File: src/rtl/irq_cond_pkg.sv
package irq_cond_pkg;

    typedef enum logic [1:0] {
        PA_GPIO = 2'b00,
        PA_LED  = 2'b01,
        PA_IRQ  = 2'b10,
        PA_WDOG = 2'b11
    } pa_sel_e;

    // Field order matches register bits 6..0
    typedef struct packed {
        logic       pol;     // bit 6
        logic       pulse;   // bit 5
        pa_sel_e    pa_sel;  // bits 4:3
        logic       pc_sel;  // bit 2
        logic [1:0] pb_sel;  // bits 1:0
    } cfg_t;

    localparam int unsigned CFG_W = $bits(cfg_t);

endpackage

File: src/rtl/irq_cond_cfg.sv
module irq_cond_cfg
    import irq_cond_pkg::*;
(
    input  logic       clk,
    input  logic       rst_n,
    input  logic       we_i,
    input  logic [7:0] wdata_i,
    output cfg_t       cfg_o,
    output logic       chg_o,
    output logic [7:0] rdata_o
);

    cfg_t cfg_d, cfg_q;
    cfg_t wr_val;

    always_comb begin
        wr_val = cfg_t'(wdata_i[CFG_W-1:0]);
        cfg_d  = cfg_q;
        chg_o  = 1'b0;
        if (we_i) begin
            cfg_d = wr_val;
            chg_o = (wr_val.pol != cfg_q.pol) || (wr_val.pulse != cfg_q.pulse);
        end
    end

    always_ff @(posedge clk or negedge rst_n) begin
        if (!rst_n) cfg_q <= '0;
        else        cfg_q <= cfg_d;
    end

    assign cfg_o   = cfg_q;
    assign rdata_o = {1'b0, cfg_q};

endmodule

File: src/rtl/irq_cond_core.sv
module irq_cond_core #(
    parameter int unsigned PULSE_CYC = 13000
) (
    input  logic clk,
    input  logic rst_n,
    input  logic evt_i,
    input  logic clr_i,
    input  logic chg_i,
    input  logic pulse_mode_i,
    input  logic pol_i,
    output logic irq_o,
    output logic smi_o
);

    localparam int unsigned CNT_W = $clog2(PULSE_CYC + 1);
    localparam logic [CNT_W-1:0] CNT_LOAD = CNT_W'(PULSE_CYC);

    typedef struct packed {
        logic             pend;
        logic [CNT_W-1:0] cnt;
    } st_t;

    st_t  st_d, st_q;
    logic act;

    always_comb begin
        st_d = st_q;
        if (chg_i) begin
            st_d = '0;
        end else if (!pulse_mode_i) begin
            st_d.cnt = '0;
            if (evt_i)      st_d.pend = 1'b1;
            else if (clr_i) st_d.pend = 1'b0;
        end else begin
            st_d.pend = 1'b0;
            if (st_q.cnt != '0) st_d.cnt = st_q.cnt - 1'b1;
            else if (evt_i)     st_d.cnt = CNT_LOAD;
        end
    end

    always_ff @(posedge clk or negedge rst_n) begin
        if (!rst_n) st_q <= '0;
        else        st_q <= st_d;
    end

    assign act   = pulse_mode_i ? (st_q.cnt != '0) : st_q.pend;
    assign irq_o = act ^ pol_i;
    assign smi_o = ~(act ^ pol_i);

endmodule

File: src/rtl/irq_cond_pinmux.sv
module irq_cond_pinmux
    import irq_cond_pkg::*;
(
    input  cfg_t cfg_i,
    input  logic irq_i,
    input  logic a_gpio_i,
    input  logic a_led_i,
    input  logic b_gpio_i,
    input  logic b_led_i,
    input  logic c_gpio_i,
    input  logic c_led_i,
    input  logic wdog_n_i,
    output logic pin_a_o,
    output logic pin_b_o,
    output logic pin_c_o
);

    always_comb begin
        unique case (cfg_i.pa_sel)
            PA_GPIO: pin_a_o = a_gpio_i;
            PA_LED:  pin_a_o = a_led_i;
            PA_IRQ:  pin_a_o = irq_i;
            default: pin_a_o = wdog_n_i;
        endcase
        if (cfg_i.pb_sel[1])      pin_b_o = wdog_n_i;
        else if (cfg_i.pb_sel[0]) pin_b_o = b_led_i;
        else                      pin_b_o = b_gpio_i;
        pin_c_o = cfg_i.pc_sel ? c_led_i : c_gpio_i;
    end

endmodule

File: src/rtl/irq_cond.sv
module irq_cond
    import irq_cond_pkg::*;
#(
    parameter int unsigned PULSE_CYC = 13000
) (
    input  logic       clk,
    input  logic       rst_n,
    input  logic       cfg_we,
    input  logic [7:0] cfg_wdata,
    output logic [7:0] cfg_rdata,
    input  logic       evt_i,
    input  logic       evt_clr_i,
    input  logic       a_gpio_i,
    input  logic       a_led_i,
    input  logic       b_gpio_i,
    input  logic       b_led_i,
    input  logic       c_gpio_i,
    input  logic       c_led_i,
    input  logic       wdog_n_i,
    output logic       irq_o,
    output logic       smi_o,
    output logic       pin_a_o,
    output logic       pin_b_o,
    output logic       pin_c_o
);

    cfg_t cfg;
    logic chg;

    irq_cond_cfg u_cfg (
        .clk     (clk),
        .rst_n   (rst_n),
        .we_i    (cfg_we),
        .wdata_i (cfg_wdata),
        .cfg_o   (cfg),
        .chg_o   (chg),
        .rdata_o (cfg_rdata)
    );

    irq_cond_core #(.PULSE_CYC(PULSE_CYC)) u_core (
        .clk          (clk),
        .rst_n        (rst_n),
        .evt_i        (evt_i),
        .clr_i        (evt_clr_i),
        .chg_i        (chg),
        .pulse_mode_i (cfg.pulse),
        .pol_i        (cfg.pol),
        .irq_o        (irq_o),
        .smi_o        (smi_o)
    );

    irq_cond_pinmux u_mux (
        .cfg_i    (cfg),
        .irq_i    (irq_o),
        .a_gpio_i (a_gpio_i),
        .a_led_i  (a_led_i),
        .b_gpio_i (b_gpio_i),
        .b_led_i  (b_led_i),
        .c_gpio_i (c_gpio_i),
        .c_led_i  (c_led_i),
        .wdog_n_i (wdog_n_i),
        .pin_a_o  (pin_a_o),
        .pin_b_o  (pin_b_o),
        .pin_c_o  (pin_c_o)
    );

endmodule

File: config.mk
export PLATFORM = sky130hd
export DESIGN_NAME = irq_cond
export DESIGN_NICKNAME = d
export VERILOG_FILES = /design/src/rtl/irq_cond_pkg.sv /design/src/rtl/irq_cond_cfg.sv /design/src/rtl/irq_cond_core.sv /design/src/rtl/irq_cond_pinmux.sv /design/src/rtl/irq_cond.sv
export SDC_FILE = /design/constraint.sdc
export NUM_CORES = 1
export LEC_CHECK = 0
export CAP_MARGIN = 20
export CORE_UTILIZATION = 40
export DETAILED_ROUTE_END_ITERATION = 8
export PLACE_DENSITY = 0.8
export SETUP_SLACK_MARGIN = 0.15
export SLEW_MARGIN = 20
export SYNTH_ARGS = -nofsm -noshare
export SYNTH_HDL_FRONTEND = slang
export SYNTH_SLANG_ARGS = --single-unit
export TNS_END_PERCENT = 100
File: constraint.sdc
create_clock -name clk -period 3.6 [get_ports clk]
set_input_delay 0.72 -clock clk [delete_from_list [all_inputs] [get_ports clk]]
set_output_delay 0.72 -clock clk [all_outputs]
set_load 0.05 [all_outputs]
==> results of run 1 <==
==> routing by layer <==
| metal | GRT usage | up-vias | wire, µm |
|---|---|---|---|
| met1 | 0.1849 | 475 | 1055 |
| met5 | 0 | - | 0 |
| met4 | 0.03484 | 0 | 37 |
| met3 | 0.04839 | 4 | 176 |
| li1 | - | 469 | - |
| met2 | 0.2993 | 44 | 1243 |
==> cells in the mapped netlist (all sizes together) (4+ instances only) <==
| cell | count |
|---|---|
| nand2 | 6 |
| xor2 | 4 |
| nor3 | 9 |
| mux2 | 8 |
| a21oi | 8 |
| xnor2 | 4 |
| nand2b | 5 |
| inv | 6 |
| nor2 | 12 |
| dfrtp | 22 |
==> flip-flops by register name, summed over array words and instances (netlist names) <==
name and cells:
u_cfg.cfg_o 7, u_core.st_q 15
==> cell type report <==
type                       instances  area share
clock buffer                       3     0.01463
inverter                           6     0.01463
multi-input combinational         85      0.3935
sequential                        22      0.3577
tap                               31     0.02520
timing repair buffer              30      0.1943
==> worst max-delay path: cells and delay by family (launching register included) <==
kind	cells	cell delay [ns]
muxes	1	0.45
adders and majority gates	1	0.19
xor gates and xnor gates	1	0.11
AOI/OAI and AO/OA	1	0.13
and+or+nand+nor	2	0.43
DFF	1	0.43
buffers and inverters	2	0.56
==> repair_timing <==
action | 4_1_cts | 5_1_grt
cloned | 0 | 0
resized for setup | 1 | 3
hold endpoints to repair | 0 | 0
setup endpoints to repair | 1 | 3
==> kinds of logic (layout without fill, tap and decap cells) <==
| kind of cell | after synthesis | in the layout |
|---|---|---|
| AOI/OAI and AO/OA | 16 | 16 |
| adders and majority gates | 2 | 2 |
| and+or+nand+nor | 46 | 46 |
| xor gates and xnor gates | 8 | 8 |
| DFF | 22 | 22 |
| other | 1 | 1 |
| buffers and inverters | 10 | 39 |
| muxes | 12 | 12 |
==> report_power, final <==
part           switching [mW]  total, mW  internal [mW]
combinational           0.464      0.801          0.337
sequential              0.107      0.431          0.324
clock                  0.0712      0.110         0.0391
==> worst paths after layout <==
| kind | cells after the start | endpoint | start | slack (ns) |
|---|---|---|---|---|
| min in group clk | 1 | u_core.st_q[13]$_DFFE_PN0P_ | u_core.st_q[13]$_DFFE_PN0P_ | 0.56 |
| setup reg to reg | 6 | u_core.st_q[9]$_DFFE_PN0P_ | u_core.st_q[0]$_DFFE_PN0P_ | 1.45 |
| hold / removal | 1 | u_core.st_q[4]$_DFFE_PN0P_ | rst_n | 0.35 |
| setup / recovery | 8 | pin_a_o | u_core.st_q[0]$_DFFE_PN0P_ | 0.28 |
| max in group asynchronous | 1 | u_core.st_q[8]$_DFFE_PN0P_ | rst_n | 2.90 |
| hold reg to reg | 1 | u_core.st_q[13]$_DFFE_PN0P_ | u_core.st_q[13]$_DFFE_PN0P_ | 0.56 |
==> run metrics, run 1 <==
CP Data Arrival Time=approximately 2.6 ns; EDFF count, synth=0; placed cells=between 150 and 200; Area contributors post-synth=dfrtp_1 46%, mux2_2 7.5%, nor2_1 3.8%; hold_buf cts=0; via count=between 900 and 1000; Routed WL=between 2 and 3 mm; Post-CTS Setup Inserts=0; syn avg cell area=approximately 10 µm²; Cell Area, Synth=~1200 µm²; Multi-input gate area=between 600 and 700 µm²; P_leak=~0.68 nW; required time of the critical path=between 2 and 3 ns; fin crit period=~3.3 ns; fin util=0.5486; Async SR Flop Fraction=1.000; CP Launch Type=register; status=finished with violations; hold_ws=~0.35 ns; Fin Setup TNS=0 ns; dpl ws=between 0.2 and 0.3 ns; Worst path slowest cell=mux4_2; worst-skew pair later-pin latency=0.31 ns; Hold Fails Final Rpt=0; total gr overflow=0; syn nets=between 100 and 150; slew margin rel.=0.6551; DIE HEIGHT=56.74 µm; Initial Utilization=0.4273; Final ANT Viol Nets=0; compound-cell area share of the yosys netlist=0.07724; Adder-Cell Fraction of Synth Area=0.02088; Top FF cell, synth=dfrtp_1; H-tree lvl count=1; max cap viols=0; initial antenna violation count=0; most frequent cells in the layout=26 x clkdlybuf4s50_1, 22 x dfrtp_1, 12 x nor2_1; Die X-Extent=56.74 µm; CTS tree=built; fillers=239; final net count=170; XOR/XNOR share of the synthesized area=0.05846; largest area contributor in the synthesized netlist=dfrtp_1; DIE AREA=3219 µm²; f_max=0.3008 GHz; mux cell area share after synthesis=0.1190; CP endpoint kind=output pin; Hold Crit Class=in -> async; final setup fails=0; RePlAce Congestion=between 0.8 and 0.9; Sink Count=22; RSZ-0062 raised after global routing=false; largest family of logic cells by synthesized area=simple AND/OR/NAND/NOR gates; initial drt markers=21; DRC=2; layout cell share with drive strength beyond 1=0.1164; sequential cell area=550.5 µm²; failing checks=design-rule violations; fin. max-slew vios=0; WL/cell=approximately 14 µm; final worst setup slack=around 0.28 ns; commonest non-fill, non-tap cell in the layout=clkdlybuf4s50_1; cells along the critical path=inv_1 -> ha_1 -> nor4b_2 -> nand4_1 -> o21ai_1 -> xnor2_1 -> mux4_2 -> dlygate4sd2_1; largest net degree at the start of global routing=23; Buffers on Ports=30; first-pass GRT wire length=between 4 and 5 mm; gr usage total=0.1628; measured slew at the worst slew-check pin=0.5157 ns; post-synth top area share=0.4593; vias per cell=5.605; number of global-route vias before repair=around 950; Critical Path Fanout Max=3; Reg clk slew, reported paths=~0.12 ns; Ant. Diodes=0; core area=roughly 2800 µm²; total CTS buffers=3; First-pass DRT Iterations=6; yosys warns=0; sequential share of the synthesized area=0.4593; fin crit share=0.9234; DP HPWL=1.915 mm; Pwr Density=~870 nW/µm²; Longest Clk Path Bufs=2; Std-Cell Rows=19; DP Area=approximately 1500 µm²; Synth cell types=34; clk root buf=clkbuf_4; Fin Clk Skew=0.008202 ns; Seq cells post-synth=22; CP max stage delay=around 0.45 ns; Design Area, Final=roughly 1500 µm²; Peak VDD IR=0.5588 mV; I/O pin total=33; Area Overhead vs Synth=28.39%; synthesized instance count=between 100 and 150; Non-Filler Instances=about 180; Crit Path Class=reg -> out; Simple-Gate Fraction of Synth Area=0.2213; overall power=around 1.3 mW
Note: power is estimated with default switching activity, not from simulation.
==> run 2: changes to the inputs <==
- CORE_ASPECT_RATIO: default -> 2
- PLACE_DENSITY: 0.8 -> 0.65
- RECOVER_POWER: default -> 100
==> run metrics, run 2 (synthesis results as in run 1) <==
status=finished clean; DP HPWL=2.064 mm; CP endpoint kind=output pin; Fin Clk Skew=0.002763 ns; Design Area, Final=between 1500 and 2000 µm²; Peak VDD IR=between 0.4 and 0.5 mV; Hold Fails Final Rpt=0; I/O pin total=33; H-tree lvl count=1; DP Area=between 1500 and 2000 µm²; WL/cell=about 15 µm; DIE HEIGHT=approximately 80 µm; Hold Crit Class=reg -> reg; core area=2804 µm²; via count=approximately 1000; Sink Count=22; fin crit period=between 3 and 4 ns; clk root buf=clkbuf_8; number of global-route vias before repair=1003; Critical Path Fanout Max=4; placed cells=approximately 170; DRC=0; f_max=~0.32 GHz; required time of the critical path=2.88 ns; CP Launch Type=register; Fin Setup TNS=0 ns; fillers=roughly 280; Reg clk slew, reported paths=approximately 0.08 ns; Die X-Extent=roughly 41 µm; initial antenna violation count=0; CP max stage delay=slightly below 0.6 ns; initial drt markers=19; overall power=approximately 1.3 mW; Most flops, register=u_core.st_q; Worst path slowest cell=nor4_1; First-pass DRT Iterations=4; CP Data Arrival Time=~2.4 ns; fin crit share=0.8730; max FFs per register=15; Initial Utilization=0.4275; vias per cell=approximately 5.6; fin. max-slew vios=0; slew margin rel.=0.2030; gr usage total=0.1880; Ant. Diodes=0; P_leak=between 0.6 and 0.7 nW; total gr overflow=0; CTS resizes=1; Std-Cell Rows=27; cells along the critical path=nor4_1 -> nand4_1 -> o21ai_0 -> xnor2_1 -> mux4_2 -> clkbuf_2; final setup fails=0; Routed WL=2.613 mm; final net count=170; measured slew at the worst slew-check pin=between 1 and 1.5 ns; CTS tree=built; Longest Clk Path Bufs=2; total CTS buffers=3; most frequent cells in the layout=22 x dfrtp_1, 16 x clkdlybuf4s50_1, 12 x nor2_1, 10 x dlygate4sd3_1; RePlAce Congestion=between 0.7 and 0.8; layout cell share with drive strength beyond 1=0.1027; first-pass GRT wire length=4.278 mm; Post-CTS Setup Inserts=0; hold_buf cts=0; Buffers on Ports=30; commonest non-fill, non-tap cell in the layout=dfrtp_1; worst-skew pair later-pin latency=0.26 ns; R2R depth=4; RSZ-0062 raised after global routing=false; max cap viols=0; Crit Path Class=reg -> out; largest net degree at the start of global routing=23; WHS Path Cells=1; Final ANT Viol Nets=0; Non-Filler Instances=between 150 and 200; DIE AREA=~3200 µm²; Area Overhead vs Synth=26.83%; Pwr Density=a little under 900 nW/µm²
## run 2: final cells by class
class / instances / area [µm²] / share of cell area
clock buffer: 3 / 41.29 / 0.02716
inverter: 6 / 22.52 / 0.01481
multi-input combinational: 85 / 593.1 / 0.3901
sequential: 22 / 550.5 / 0.3621
tap: 29 / 36.28 / 0.02387
timing repair buffer: 30 / 276.5 / 0.1819
## run 2: stage by stage
stage,worst slack (ns),hold slack [ns],util
final,0.4572,0.5243,0.5422
after detailed placement,0.2716,0.5160,0.5382
after global routing,0.2209,0.5645,0.5422
after CTS,0.2138,0.5229,0.5524
after global placement,0.3299,0.4976,0.5382
after floorplan,0.4267,0.4244,-
## run 2: worst max-delay path: cells and delay by family (launching register included)
| family | cells | cell delay (ns) |
|---|---|---|
| buffers and inverters | 1 | 0.25 |
| flip-flops | 1 | 0.42 |
| AO/OA/AOI/OAI | 1 | 0.14 |
| multiplexers | 1 | 0.47 |
| AND/OR/NAND/NOR | 2 | 0.74 |
| XOR/XNOR | 1 | 0.16 |
## run 2: layer usage
layer | GRT usage | wire, µm
met1 | 0.2200 | 963
met2 | 0.3238 | 1474
met3 | 0.01950 | 100
met4 | 0.07333 | 74
met5 | 0 | 0
## run 2: final timing paths
kind,start,endpoint,slack [ns]
worst max-delay path,u_core.st_q[6]$_DFFE_PN0P_,pin_a_o,0.46
worst min-delay path,u_core.st_q[13]$_DFFE_PN0P_,u_core.st_q[13]$_DFFE_PN0P_,0.52
worst max register to register,u_core.st_q[6]$_DFFE_PN0P_,u_core.st_q[3]$_DFFE_PN0P_,1.38
worst min register to register,u_core.st_q[13]$_DFFE_PN0P_,u_core.st_q[13]$_DFFE_PN0P_,0.52
max in group asynchronous,rst_n,u_core.st_q[2]$_DFFE_PN0P_,2.21
min in group asynchronous,rst_n,u_core.st_q[0]$_DFFE_PN0P_,0.68
## run 2: where the power goes
group | leakage [nW] | internal, mW | switching, mW
sequential | 0.284 | 0.324 | 0.101
combinational | 0.357 | 0.306 | 0.467
clock | 0.0216 | 0.0745 | 0.0742
total | 0.662 | 0.705 | 0.642
==> run 3: changes to the inputs <==
- GPL_ROUTABILITY_DRIVEN: default -> 0
- PLACE_DENSITY: 0.65 -> 0.68
- TNS_END_PERCENT: 100 -> 20
- clock period: 3.6 -> 2.85 ns (I/O delays scaled with it)
==> run metrics, run 3 (synthesis results as in run 1) <==
WL/cell=between 15 and 20 µm; First-pass DRT Iterations=4; RSZ-0062 raised after global routing=true; most frequent cells in the layout=22 x dfrtp_1, 15 x clkdlybuf4s50_1, 12 x nor2_1, 10 x dlygate4sd3_1; Sink Count=22; via count=~1000; CP Data Arrival Time=2.15 ns; cells along the critical path=inv_2 -> ha_4 -> nor4b_4 -> nand4_1 -> o21ai_2 -> xnor2_2 -> mux4_2 -> buf_8; Final ANT Viol Nets=0; core area=between 2000 and 3000 µm²; Die X-Extent=40.71 µm; first-pass GRT wire length=~4.7 mm; Design Area, Final=~1700 µm²; Fin Clk Skew=around 0.0015 ns; fin crit share=0.9553; slew margin rel.=0.1899; fin. max-slew vios=0; Longest Clk Path Bufs=2; max FFs per register=15; DIE HEIGHT=between 70 and 80 µm; Pwr Density=1218 nW/µm²; worst-skew pair later-pin latency=roughly 0.27 ns; fin crit period=roughly 2.7 ns; instance count on the critical path=8; layout cell share with drive strength beyond 1=0.2089; hold_buf cts=0; CTS tree=built; H-tree lvl count=1; fillers=245; Critical Path Fanout Max=3; DP HPWL=roughly 2.2 mm; clk root buf=clkbuf_8; DIE AREA=about 3200 µm²; Crit Path Class=reg -> out; Fin Setup TNS=0 ns; initial drt markers=30; status=finished clean; total CTS buffers=3; measured slew at the worst slew-check pin=roughly 1.2 ns; max cap viols=0; Std-Cell Rows=27; critical path launch point=u_core.st_q[1]$_DFFE_PN0P_; initial antenna violation count=0; Reg clk slew, reported paths=around 0.080 ns; CP endpoint=pin_a_o; Ant. Diodes=0; Initial Utilization=0.4275; f_max=0.3673 GHz; DP Area=between 1500 and 2000 µm²; gr usage total=0.2134; dpl ws=0.1674 ns; I/O pin total=33; Top delay family on crit path=multiplexers; R2R depth=5; Area Overhead vs Synth=42.80%; Hold Crit Class=reg -> reg; Reg2Reg Launch Point=u_core.st_q[9]$_DFFE_PN0P_; vias per cell=approximately 5.6; hold_ws=roughly 0.56 ns; Most flops, register=u_core.st_q; P_leak=~0.76 nW; CP endpoint kind=output pin; overall power=roughly 2.1 mW; DRC=0; Buffers on Ports=30; largest net degree at the start of global routing=23; number of global-route vias before repair=~1100; required time of the critical path=around 2.3 ns; CP max stage delay=0.48 ns; commonest non-fill, non-tap cell in the layout=dfrtp_1; Worst path slowest cell=mux4_2; setup slack, reg-to-reg=just under 0.8 ns; r2r endpoint=u_core.st_q[9]$_DFFE_PN0P_; CP Launch Type=register; final net count=approximately 180; Routed WL=roughly 3.0 mm; total gr overflow=0; Peak VDD IR=0.6333 mV; final setup fails=0; final worst setup slack=between 0.1 and 0.15 ns; Hold Fails Final Rpt=0; Worst Path Buf+Inv=2
==> run 3: metrics by stage <==
step | cells | util
after floorplan | 117 | -
after global placement | 174 | 0.5506
after detailed placement | 174 | 0.5506
after CTS | 183 | 0.6064
after global routing | 187 | 0.6104
final | 187 | 0.6104
==> run 3: power breakdown <==
group          switching [mW]  internal (mW)  leakage, nW
sequential              0.152          0.409        0.284
clock                   0.104          0.188       0.0357
combinational           0.657          0.575        0.437
total                   0.913           1.17        0.756
==> run 3: worst min path at each step <==
| stage | start | to | slack (ns) | cells past startpoint |
|---|---|---|---|---|
| 2_1_floorplan | rst_n | u_cfg.cfg_o[0]$_DFFE_PN0P_ | 0.27 | 0 |
| 3_3_place_gp | u_core.st_q[13]$_DFFE_PN0P_ | u_core.st_q[13]$_DFFE_PN0P_ | 0.51 | 1 |
| 3_5_place_dp | u_core.st_q[13]$_DFFE_PN0P_ | u_core.st_q[13]$_DFFE_PN0P_ | 0.52 | 1 |
| 4_1_cts | u_cfg.cfg_o[2]$_DFFE_PN0P_ | u_cfg.cfg_o[2]$_DFFE_PN0P_ | 0.56 | 1 |
| 5_1_grt | u_cfg.cfg_o[2]$_DFFE_PN0P_ | u_cfg.cfg_o[2]$_DFFE_PN0P_ | 0.59 | 1 |
| 6_report | u_cfg.cfg_o[1]$_DFFE_PN0P_ | u_cfg.cfg_o[1]$_DFFE_PN0P_ | 0.56 | 1 |
==> run 3: final cells by class <==
| type | count | area (µm²) | area share |
|---|---|---|---|
| Sequential cell | 22 | 550.5 | 0.3216 |
| Clock inverter | 1 | 30.03 | 0.01754 |
| Clock buffer | 3 | 41.29 | 0.02412 |
| Tap cell | 29 | 36.28 | 0.02120 |
| Timing Repair Buffer | 41 | 384.1 | 0.2244 |
| Inverter | 6 | 22.52 | 0.01316 |
| Multi-Input combinational cell | 85 | 646.9 | 0.3779 |
==> run 3: timing repair <==
| item | CTS | global route |
|---|---|---|
| gates resized for setup | 10 | 0 |
| setup buffers | 5 | 4 |
| setup endpoints to repair | 1 | 1 |
| pin swaps | 4 | 3 |
==> run 3: layer usage <==
layer  vias up  wire, µm  global-route usage
met3        10       138             0.04178
met1       496      1008              0.2289
met2        44      1728              0.3667
met4         0        82              0.1000
li1        493         -                   -
met5         -         0                   0
